===== src/rtl/sdr_seq_pkg.sv =====
// Package: shared constants, types and helpers of the burst sequencer.
// Assumes: burst codes 0..3 stand for 1, 2, 4 and 8 beats.
package sdr_seq_pkg;

    localparam int MAX_BEATS   = 8;
    localparam int CNT_W       = $clog2(MAX_BEATS);
    localparam int LEN_W       = CNT_W + 1;
    localparam int CL_SHORT    = 2;
    localparam int CL_LONG     = 3;
    localparam int DQM_RD_LAT  = 2;

    typedef logic [1:0]       bl_code_t;
    typedef logic [LEN_W-1:0] beat_len_t;

    // Beat count of a burst code.
    function automatic beat_len_t beats_of(input bl_code_t code);
        return beat_len_t'(1) << code;
    endfunction

endpackage


===== src/rtl/sdr_col_gen.sv =====
// Module: column generator. Issues one beat per clock for a column
// command, the first one combinationally on the command clock, and walks
// the burst in wrapping or XOR order. Mode settings are latched with the
// command. Assumes cmd_valid is already qualified by reset.
module sdr_col_gen
    import sdr_seq_pkg::*;
#(
    parameter int COL_W = 12
) (
    input  logic             clk,
    input  logic             rst_n,
    input  logic             cmd_ok,
    input  logic             cmd_write,
    input  logic [COL_W-1:0] cmd_col,
    input  bl_code_t         cfg_burst_len,
    input  logic             cfg_interleave,
    input  logic             cfg_single_write,
    input  logic             pre_stop,
    output logic             beat_valid,
    output logic             beat_write,
    output logic [COL_W-1:0] beat_col
);

    logic             run_q;
    logic             wr_q;
    logic             il_q;
    logic [CNT_W-1:0] cnt_q;
    beat_len_t        len_q;
    logic [COL_W-1:0] base_q;
    beat_len_t        len_now;
    logic [COL_W-1:0] mask_q;

    // Column of beat idx inside a burst of the given alignment mask.
    function automatic logic [COL_W-1:0] order_col(
        input logic [COL_W-1:0] base,
        input logic [CNT_W-1:0] idx,
        input logic [COL_W-1:0] mask,
        input logic             xor_order
    );
        if (xor_order)
            return base ^ COL_W'(idx);
        return (base & ~mask) | ((base + COL_W'(idx)) & mask);
    endfunction

    // Beat count for the command in this clock, single-beat writes applied.
    always_comb begin
        len_now = (cmd_write && cfg_single_write) ? beat_len_t'(1) : beats_of(cfg_burst_len);
    end

    // Alignment mask of the burst in flight.
    always_comb begin
        mask_q = COL_W'(len_q - beat_len_t'(1));
    end

    // Current beat: a new command wins, else the running burst unless stopped.
    always_comb begin
        beat_valid = 1'b0;
        beat_write = 1'b0;
        beat_col   = '0;
        if (cmd_ok) begin
            beat_valid = 1'b1;
            beat_write = cmd_write;
            beat_col   = cmd_col;
        end else if (run_q && !pre_stop) begin
            beat_valid = 1'b1;
            beat_write = wr_q;
            beat_col   = order_col(base_q, cnt_q, mask_q, il_q);
        end
    end

    // Burst state: load on a command, step per beat, clear at end or stop.
    always_ff @(posedge clk) begin
        if (!rst_n) begin
            run_q  <= 1'b0;
            wr_q   <= 1'b0;
            il_q   <= 1'b0;
            cnt_q  <= '0;
            len_q  <= beat_len_t'(1);
            base_q <= '0;
        end else if (cmd_ok) begin
            run_q  <= (len_now > beat_len_t'(1));
            wr_q   <= cmd_write;
            il_q   <= cfg_interleave;
            cnt_q  <= CNT_W'(1);
            len_q  <= len_now;
            base_q <= cmd_col;
        end else if (run_q) begin
            if (pre_stop) begin
                run_q <= 1'b0;
            end else begin
                cnt_q <= cnt_q + CNT_W'(1);
                if (beat_len_t'(cnt_q) == len_q - beat_len_t'(1))
                    run_q <= 1'b0;
            end
        end
    end

    AST_BEAT_INDEX_IN_BURST: assert property (@(posedge clk) disable iff (!rst_n)
        run_q |-> (beat_len_t'(cnt_q) < len_q));

    AST_BEAT_STAYS_IN_BLOCK: assert property (@(posedge clk) disable iff (!rst_n)
        (beat_valid && !cmd_ok) |-> (((beat_col ^ base_q) & ~mask_q) == '0));

    AST_SINGLE_WRITE_ONE_BEAT: assert property (@(posedge clk) disable iff (!rst_n)
        (cmd_ok && cmd_write && cfg_single_write) |=> (!beat_valid || cmd_ok));

    AST_STOP_ENDS_BURST: assert property (@(posedge clk) disable iff (!rst_n)
        (pre_stop && !cmd_ok) |=> (!beat_valid || cmd_ok));

endmodule


===== src/rtl/sdr_rd_pipe.sv =====
// Module: read return pipe. Delays read beats and their columns by the
// CAS latency and the byte masks by the fixed read-mask latency, then
// forms the capture strobe and the per-lane drive enables.
// Assumes cfg_cas_lat only changes while no read beat is in flight.
module sdr_rd_pipe
    import sdr_seq_pkg::*;
#(
    parameter int COL_W  = 12,
    parameter int LANES  = 8,
    parameter int MAX_CL = 3
) (
    input  logic             clk,
    input  logic             rst_n,
    input  logic             beat_rd,
    input  logic [COL_W-1:0] beat_col,
    input  logic [1:0]       cfg_cas_lat,
    input  logic [LANES-1:0] dqm_in,
    output logic             rd_capture,
    output logic [COL_W-1:0] rd_cap_col,
    output logic [LANES-1:0] rd_lane_oe
);

    logic             vld_sr [1:MAX_CL];
    logic [COL_W-1:0] col_sr [1:MAX_CL];
    logic [LANES-1:0] dqm_sr [1:DQM_RD_LAT];
    int               cl_idx;

    // Shift read beats, their columns and the lane masks one clock per stage.
    always_ff @(posedge clk) begin
        if (!rst_n) begin
            for (int k = 1; k <= MAX_CL; k++) begin
                vld_sr[k] <= 1'b0;
                col_sr[k] <= '0;
            end
            for (int k = 1; k <= DQM_RD_LAT; k++)
                dqm_sr[k] <= '0;
        end else begin
            vld_sr[1] <= beat_rd;
            col_sr[1] <= beat_col;
            for (int k = 2; k <= MAX_CL; k++) begin
                vld_sr[k] <= vld_sr[k-1];
                col_sr[k] <= col_sr[k-1];
            end
            dqm_sr[1] <= dqm_in;
            for (int k = 2; k <= DQM_RD_LAT; k++)
                dqm_sr[k] <= dqm_sr[k-1];
        end
    end

    // Tap chosen by the programmed latency.
    always_comb begin
        cl_idx     = (cfg_cas_lat == 2'(CL_LONG)) ? CL_LONG : CL_SHORT;
        rd_capture = vld_sr[cl_idx];
        rd_cap_col = col_sr[cl_idx];
    end

    // Per-lane drive enable: data on the bus and lane not masked.
    for (genvar g = 0; g < LANES; g++) begin : g_lane_oe
        assign rd_lane_oe[g] = rd_capture & ~dqm_sr[DQM_RD_LAT][g];
    end

    AST_CAPTURE_LATENCY: assert property (@(posedge clk) disable iff (!rst_n)
        rd_capture |-> ((cfg_cas_lat == 2'(CL_LONG)) ? $past(beat_rd, 3) : $past(beat_rd, 2)));

    AST_LANES_ONLY_ON_CAPTURE: assert property (@(posedge clk) disable iff (!rst_n)
        (rd_lane_oe != '0) |-> rd_capture);

endmodule


===== src/rtl/sdr_burst_seq.sv =====
// Module: top of the burst data path sequencer. Qualifies commands with
// reset, generates beat columns, forms same-clock write lane enables and
// feeds read beats into the latency pipe.
// Assumes one controller drives commands and precharge stops.
module sdr_burst_seq
    import sdr_seq_pkg::*;
#(
    parameter int COL_W  = 12,
    parameter int LANES  = 8,
    parameter int MAX_CL = 3
) (
    input  logic             clk,
    input  logic             rst_n,
    input  logic             cmd_valid,
    input  logic             cmd_write,
    input  logic [COL_W-1:0] cmd_col,
    input  logic [1:0]       cfg_burst_len,
    input  logic             cfg_interleave,
    input  logic [1:0]       cfg_cas_lat,
    input  logic             cfg_single_write,
    input  logic             pre_stop,
    input  logic [LANES-1:0] dqm_in,
    output logic             beat_valid,
    output logic             beat_write,
    output logic [COL_W-1:0] beat_col,
    output logic [LANES-1:0] wr_lane_en,
    output logic             rd_capture,
    output logic [COL_W-1:0] rd_cap_col,
    output logic [LANES-1:0] rd_lane_oe
);

    logic cmd_ok;
    logic beat_rd;

    // Commands count only outside reset.
    assign cmd_ok  = cmd_valid & rst_n;
    // Read beats feed the return pipe.
    assign beat_rd = beat_valid & ~beat_write;

    sdr_col_gen #(
        .COL_W (COL_W)
    ) u_col_gen (
        .clk              (clk),
        .rst_n            (rst_n),
        .cmd_ok           (cmd_ok),
        .cmd_write        (cmd_write),
        .cmd_col          (cmd_col),
        .cfg_burst_len    (cfg_burst_len),
        .cfg_interleave   (cfg_interleave),
        .cfg_single_write (cfg_single_write),
        .pre_stop         (pre_stop),
        .beat_valid       (beat_valid),
        .beat_write       (beat_write),
        .beat_col         (beat_col)
    );

    sdr_rd_pipe #(
        .COL_W  (COL_W),
        .LANES  (LANES),
        .MAX_CL (MAX_CL)
    ) u_rd_pipe (
        .clk         (clk),
        .rst_n       (rst_n),
        .beat_rd     (beat_rd),
        .beat_col    (beat_col),
        .cfg_cas_lat (cfg_cas_lat),
        .dqm_in      (dqm_in),
        .rd_capture  (rd_capture),
        .rd_cap_col  (rd_cap_col),
        .rd_lane_oe  (rd_lane_oe)
    );

    // Per-lane write enable in the beat's own clock.
    for (genvar g = 0; g < LANES; g++) begin : g_wr_lane
        assign wr_lane_en[g] = beat_valid & beat_write & ~dqm_in[g];
    end

    AST_NEW_CMD_OWNS_CLOCK: assert property (@(posedge clk) disable iff (!rst_n)
        cmd_valid |-> (beat_valid && beat_write == cmd_write && beat_col == cmd_col));

    AST_RESET_QUIET: assert property (@(posedge clk)
        (!rst_n && $past(!rst_n)) |-> (!rd_capture && rd_lane_oe == '0));

endmodule


===== config.mk =====
export PLATFORM = sky130hd
export DESIGN_NAME = sdr_burst_seq
export DESIGN_NICKNAME = d
export VERILOG_FILES = /design/src/rtl/sdr_seq_pkg.sv /design/src/rtl/sdr_col_gen.sv /design/src/rtl/sdr_rd_pipe.sv /design/src/rtl/sdr_burst_seq.sv
export SDC_FILE = /design/constraint.sdc
export NUM_CORES = 1
export LEC_CHECK = 0
export BUFFER_PORTS_ARGS = -buffer_cell sky130_fd_sc_hd__buf_2
export CORE_MARGIN = 3
export CORE_UTILIZATION = 49
export DETAILED_ROUTE_END_ITERATION = 12
export PLACE_DENSITY = 0.76
export SLEW_MARGIN = 20
export SYNTH_ARGS = -nofsm -noshare
export SYNTH_HDL_FRONTEND = slang
export SYNTH_SLANG_ARGS = --single-unit

===== constraint.sdc =====
create_clock -name clk -period 4.7 [get_ports clk]
set_clock_uncertainty 0.2 [all_clocks]
set_input_delay 0.235 -clock clk [delete_from_list [all_inputs] [get_ports clk]]
set_output_delay 0.235 -clock clk [all_outputs]
set_load 0.05 [all_outputs]

# [Word level (Yosys, flattened, before mapping)]
# Memories as Yosys holds them, arrays and structs flattened.
# Cells that the tools add are included.
[word_totals] regBits=22 latch_bits=0 ramBits=55 rom_bits=0 input_bits=31 out_inout_bits=43 wordCells=107 memories=3
[mem_list] memory="u_rd_pipe.col_sr" depth=3 word_bits=12 read_ports=3 rd_clocked_by_memory_dff=0 wr=3 line="sdr_rd_pipe.sv:24" source="logic [COL_W-1:0] col_sr [1:MAX_CL];"
[mem_list] memory="u_rd_pipe.dqm_sr" depth=2 word_bits=8 read_ports=2 rd_clocked_by_memory_dff=0 wr=2 line="sdr_rd_pipe.sv:25" source="logic [LANES-1:0] dqm_sr [1:DQM_RD_LAT];"
[mem_list] memory="u_rd_pipe.vld_sr" depth=3 word_bits=1 read_ports=3 rd_clocked_by_memory_dff=0 wr=3 line="sdr_rd_pipe.sv:23" source="logic vld_sr [1:MAX_CL];"
[classes] addsub=4 multipliers=0 div=0 order_cmp=1 n_eq_ne=3 shifts=1 muxes=30 n_bitwise=51 n_reduce_logical=7
[op_table] op="12-bit two-way mux" count=7
[op_table] op="12-bit bitwise AND" count=2
[op_table] op="1-bit two-way mux" count=20
[op_table] op="1-bit bitwise AND" count=19
[op_table] op="1-bit inverter" count=19
[op_table] op="8-bit two-way mux" count=2
[op_table] op="12-bit by 3-bit adder with 12-bit output" count=1
[op_table] op="12-bit inverter" count=1
[op_table] op="12-bit OR" count=1
[op_table] op="12-bit by 3-bit XOR with 12-bit output" count=1
[op_table] op="1-bit OR" count=8
[op_table] op="4-bit by 1-bit subtractor with 5-bit output (second input constant)" count=1
[op_table] op="3-bit by 4-bit == test with 1-bit output" count=1
[op_table] op="4-bit by 1-bit greater-than comparator with 1-bit output (second input constant)" count=1
[op_table] op="4-bit two-way mux" count=1
[op_table] op="2-bit AND reduction" count=2
[op_table] op="1-bit by 2-bit left shift with 4-bit output (first input constant)" count=1
[op_table] op="4-bit by 1-bit subtractor with 4-bit output (second input constant)" count=1
[op_table] op="3-bit by 1-bit adder with 3-bit output (second input constant)" count=1
[op_table] op="2-bit == test (second input constant)" count=1
[op_table] op="1-bit logical AND" count=2
[op_table] op="2-bit by 1-bit != test with 1-bit output (second input constant)" count=1
[op_table] op="2-bit nonzero test" count=1
[op_table] op="2-bit OR reduction" count=1
[op_table] op="1-bit zero test" count=1

# [Depth between registers and ports, before layout]
[logic_depth] word_depth=8 depth_mapped=7 mapped_depth_nobuf=6

# [Modules after synthesis]
# Synthesis repeated with hierarchy kept, for this count alone.
[hier_totals] hier_cells=329 area_unflattened_um2=3285.7
[modules_own_cells] mod="sdr_rd_pipe" n_inst=1 cells_per_inst=142 area_each_um2=1725.4 seq_area_each_um2=1101.1
[modules_own_cells] mod="sdr_col_gen" n_inst=1 cells_per_inst=177 area_each_um2=1477.7 seq_area_each_um2=440.4
[modules_own_cells] mod="sdr_burst_seq" n_inst=1 cells_per_inst=10 area_each_um2=82.6 seq_area_each_um2=0.0

# [Worst setup path before layout]
# Ideal clock, no wire load.
[synth_timing] path_kind="flip-flop to output port" startpoint="register u_col_gen.len_q[0]" endpoint="output port beat_col[9]" arrival_time_ns=2.712 required_ns=4.265 setup_slack_ns=1.553 stages_incl_launch_ff=8 n_path_buf=1 cell_sequence="dfxtp_1 inv_1 ha_1 or3b_1 buf_6 a2111oi_0 xnor2_1 o21ai_0"
[synth_between] elab_chain_cells=7 word_cells_on_any_way=8 classes_between="add/sub (1); mux (3); bitwise (4)"
[synth_rtl] item="start: declaration" line="sdr_col_gen.sv:28" source="beat_len_t len_q;"
[synth_rtl] item="start signal: assignment" line="sdr_col_gen.sv:78" source="len_q <= beat_len_t'(1);"
[synth_rtl] item="start signal: assignment" line="sdr_col_gen.sv:85" source="len_q <= len_now;"
[synth_rtl] item="4-bit by 1-bit subtractor with 5-bit output (*)" line="sdr_col_gen.sv:52" source="mask_q = COL_W'(len_q - beat_len_t'(1));"
[synth_rtl] item="12-bit inverter" line="sdr_col_gen.sv:42" source="return (base & ~mask) | ((base + COL_W'(idx)) & mask);"
[synth_rtl] item="12-bit bitwise AND" line="sdr_col_gen.sv:42"
[synth_rtl] item="12-bit OR (*)" line="sdr_col_gen.sv:42"
[synth_rtl] item="12-bit two-way mux (*)" line="sdr_col_gen.sv:42"
[synth_rtl] item="12-bit two-way mux (*)" line="sdr_col_gen.sv:64" source="end else if (run_q && !pre_stop) begin"
[synth_rtl] item="12-bit two-way mux (*)" line="sdr_col_gen.sv:60" source="if (cmd_ok) begin"
[synth_rtl] item="end: declaration" line="sdr_burst_seq.sv:25" source="output logic [COL_W-1:0] beat_col,"
# Mark *: on every way between the ends. The rest lies on a longest branch, timed or not.

# [Final worst setup path]
[layout_timing] startpoint="register u_col_gen.len_q[0]" endpoint="output port beat_col[11]"
# Same word-level chain as after synthesis.

==> flow_summary.yaml <==
grt:
  grt_max_degree: 78
  grt_remaining_overflow: 0
  grt_pass1_vias: 2413
  grt_pass1_wl_mm: 11.28
  track_usage_pct: 19.09
  antenna_found_initial: 0
synth:
  yosysSeqAreaShare_pct: 47.84
  syn_area_per_cell_um2: 9.617
  synth_area_leaders: "dfxtp_1 48%, and2_1 9.3%, mux2i_1 5.0%"
  synthTopCellsByCount: "77 x dfxtp_1, 48 x and2_1, 24 x nand2_1"
  ys_types: 45
  async_flop_share_pct: 0
  synth_edf_count: 0
  netlist.area_leader.share_pct: 47.84
  syn-num-nets: 372
  synth.most_common_cell: "dfxtp_1"
  netlist_area_mm2: 0.003222
  postSynthCellCount: 335
  synth-seq-cells: 77
  ys.flop_type: "dfxtp_1"
  yosys_warnings: 0
  yosys.area.top_type: "dfxtp_1"
finish:
  final_core_util_pct: 66.39
  drive_gt1_share_pct: 24.19
  fin_area_mm2: 0.004070
  final_nets: 463
  diodes: 0
  syn_to_final_growth_pct: 26.33
clock_network:
  cts_buffers: 9
  postCtsResizedCells: 0
  clock_sinks: 77
  cts_tree: "yes"
  cts_root_buf: "clkbuf_8"
  htree_num_levels: 3
  clock_latency_ns: 0.35
  cts_buffer_depth: 2
  cts_setup_buffers: 0
  cts_hold_buf: 21
  cts.clk_slew.worst_paths_ns: 0.08
die:
  core_mm2: 0.006131
  ios: 74
  die_height_um: 87.09
  die_area_mm2: 0.007584
  initial_core_util_pct: 52.55
  fp.dieW_um: 87.09
  rows: 28
setup_path:
  worstSetupEndpointType: "primary output"
  cp_max_fo: 8
  crit_type: "flop to primary output"
  cp.arrival_ns: 2.67
  crit_required_ns: 4.26
  critPathLaunchType: "flop"
status:
  status: "complete, no violations"
detailed_routing:
  wl_per_cell_um: 13.59
  drc: 0
  ant_nets: 0
  first_pass_iters: 4
  drt-total-wl_mm: 6.864
  via_count: 2601
  drt_iter0_drc: 105
  vias_per_cell: 5.150
power_and_ir_drop:
  pwr_density_cell_mw_per_mm2: 359.3
  ir_drop_mv: 0.2436
  p_leak_nw: 1.874
timing:
  layout_min_cycle_time_ns: 3.110
  final_max_slew_viol_count: 0
  setup_ws_ns: 1.590
  rsz0062_at_grt: "no"
  max_freq_mhz: 321.6
  maxSlewHeadroom_pct: 47.36
  hold_ws_ns: 0.008899
  setup_viol: 0
  finalSetupTns_ns: 0
  fin_crit_sh_pct: 66.16
  hold_viol: 0
  worst_pin_slew_ns: 0.7896
place:
  dpl-instance-area_mm2: 0.003623
  gp_congestion: 0.8913
  hpwl_mm: 4.605
  io_buffers: 73
  dp_slack_ns: 1.861
flow_run:
  drv_cap: 0
min_path:
  hp-class: "input pin to flop"
cell type report:
| cell class | count | area [um^2] |
|---|---|---|
| Fill cell | 494 | 2061 |
| Inverter | 5 | 18.77 |
| Clock buffer | 9 | 123.9 |
| Multi-Input combinational cell | 238 | 1597 |
| Sequential cell | 77 | 1541 |
| Timing Repair Buffer | 95 | 583.1 |
| Clock inverter | 6 | 112.6 |
| Tap cell | 75 | 93.84 |
registers in the layout, summed over array words and instances (netlist names):
name and cells:
u_col_gen.run_q 1, u_rd_pipe.dqm_sr 16, u_col_gen.cnt_q 3, u_rd_pipe.col_sr 36, u_col_gen.base_q 12, u_rd_pipe.vld_sr 3, u_col_gen.wr_q 1, u_col_gen.il_q 1
u_col_gen.len_q 4
worst max-delay path, stage by stage (launching register included):
cell,delay (ns)
dfxtp_1,0.36
inv_1,0.08
ha_1,0.19
or3b_1,0.48
a211o_1,0.37
or4_1,0.49
nand3_1,0.09
buf_2,0.26
routing by layer:
layer / vias to the layer above / track usage [%] / share of wire [%]
met3: 11 / 5.109 / 5.6
met2: 73 / 30.99 / 48
li1: 1324 / - / -
met4: 0 / 6.799 / 1.1
met1: 1193 / 24.37 / 45
met5: - / 0 / 0
per-stage QoR:
| step | total power, mW | cells |
|---|---|---|
| floorplan | 0.8307 | 335 |
| global placement | 0.8726 | 469 |
| detailed placement | 0.8760 | 469 |
| CTS | 1.472 | 505 |
| global route | 1.526 | 505 |
| finish | 1.462 | 505 |
cell families (layout without fill, tap and decap cells):
group	after synthesis	after routing	synth area share, %
mux	29	29	9.514
fa+ha+maj	6	6	2.563
buf+inv	20	115	2.602
flops	77	77	47.84
simple gates	149	149	26.02
compound gates	43	43	8.467
xor+xnor	11	11	2.990
placed cells by master (no fill, tap or decap), types with 2 or more instances in the layout:
cell type | netlist | routed
nand3_1 | 15 | 15
nand4_1 | 2 | 2
bufinv_16 | 0 | 3
xnor2_1 | 5 | 5
nand4b_1 | 2 | 2
mux2_2 | 13 | 13
xor2_1 | 6 | 6
o21ai_0 | 17 | 17
clkbuf_8 | 0 | 9
nor2b_1 | 14 | 14
nand2b_1 | 7 | 7
ha_1 | 5 | 5
nor2_1 | 19 | 19
o211ai_1 | 5 | 5
dlygate4sd3_1 | 0 | 21
and2_1 | 48 | 48
a21oi_1 | 5 | 5
or4_1 | 5 | 5
inv_1 | 5 | 5
nand3b_1 | 2 | 2
buf_2 | 1 | 73
nand2_1 | 24 | 24
a21boi_0 | 4 | 4
nor4_1 | 3 | 3
clkinv_4 | 0 | 2
o22ai_1 | 2 | 2
dfxtp_1 | 77 | 77
and3_1 | 2 | 2
mux2i_1 | 16 | 16
power by group:
group / switching (mW) / leakage (nW) / internal, mW
logic: 0.111 / 1.12 / 0.0699
clock network: 0.237 / 0.119 / 0.350
registers: 0.0168 / 0.631 / 0.678
total: 0.364 / 1.87 / 1.10
final timing paths:
| kind | depth (start not counted) | slack [ns] | startpoint | to |
|---|---|---|---|---|
| worst max register to register | 6 | 2.31 | u_col_gen.len_q[0] | u_rd_pipe.col_sr[1][7] |
| worst max-delay path | 7 | 1.59 | u_col_gen.len_q[0] | beat_col[11] |
| worst min-delay path | 3 | 0.009 | cfg_burst_len[1] | u_col_gen.len_q[3] |
| worst min register to register | 1 | 0.23 | u_rd_pipe.col_sr[1][0] | u_rd_pipe.col_sr[2][0] |
No activity file was read; power rests on OpenSTA's default activity.
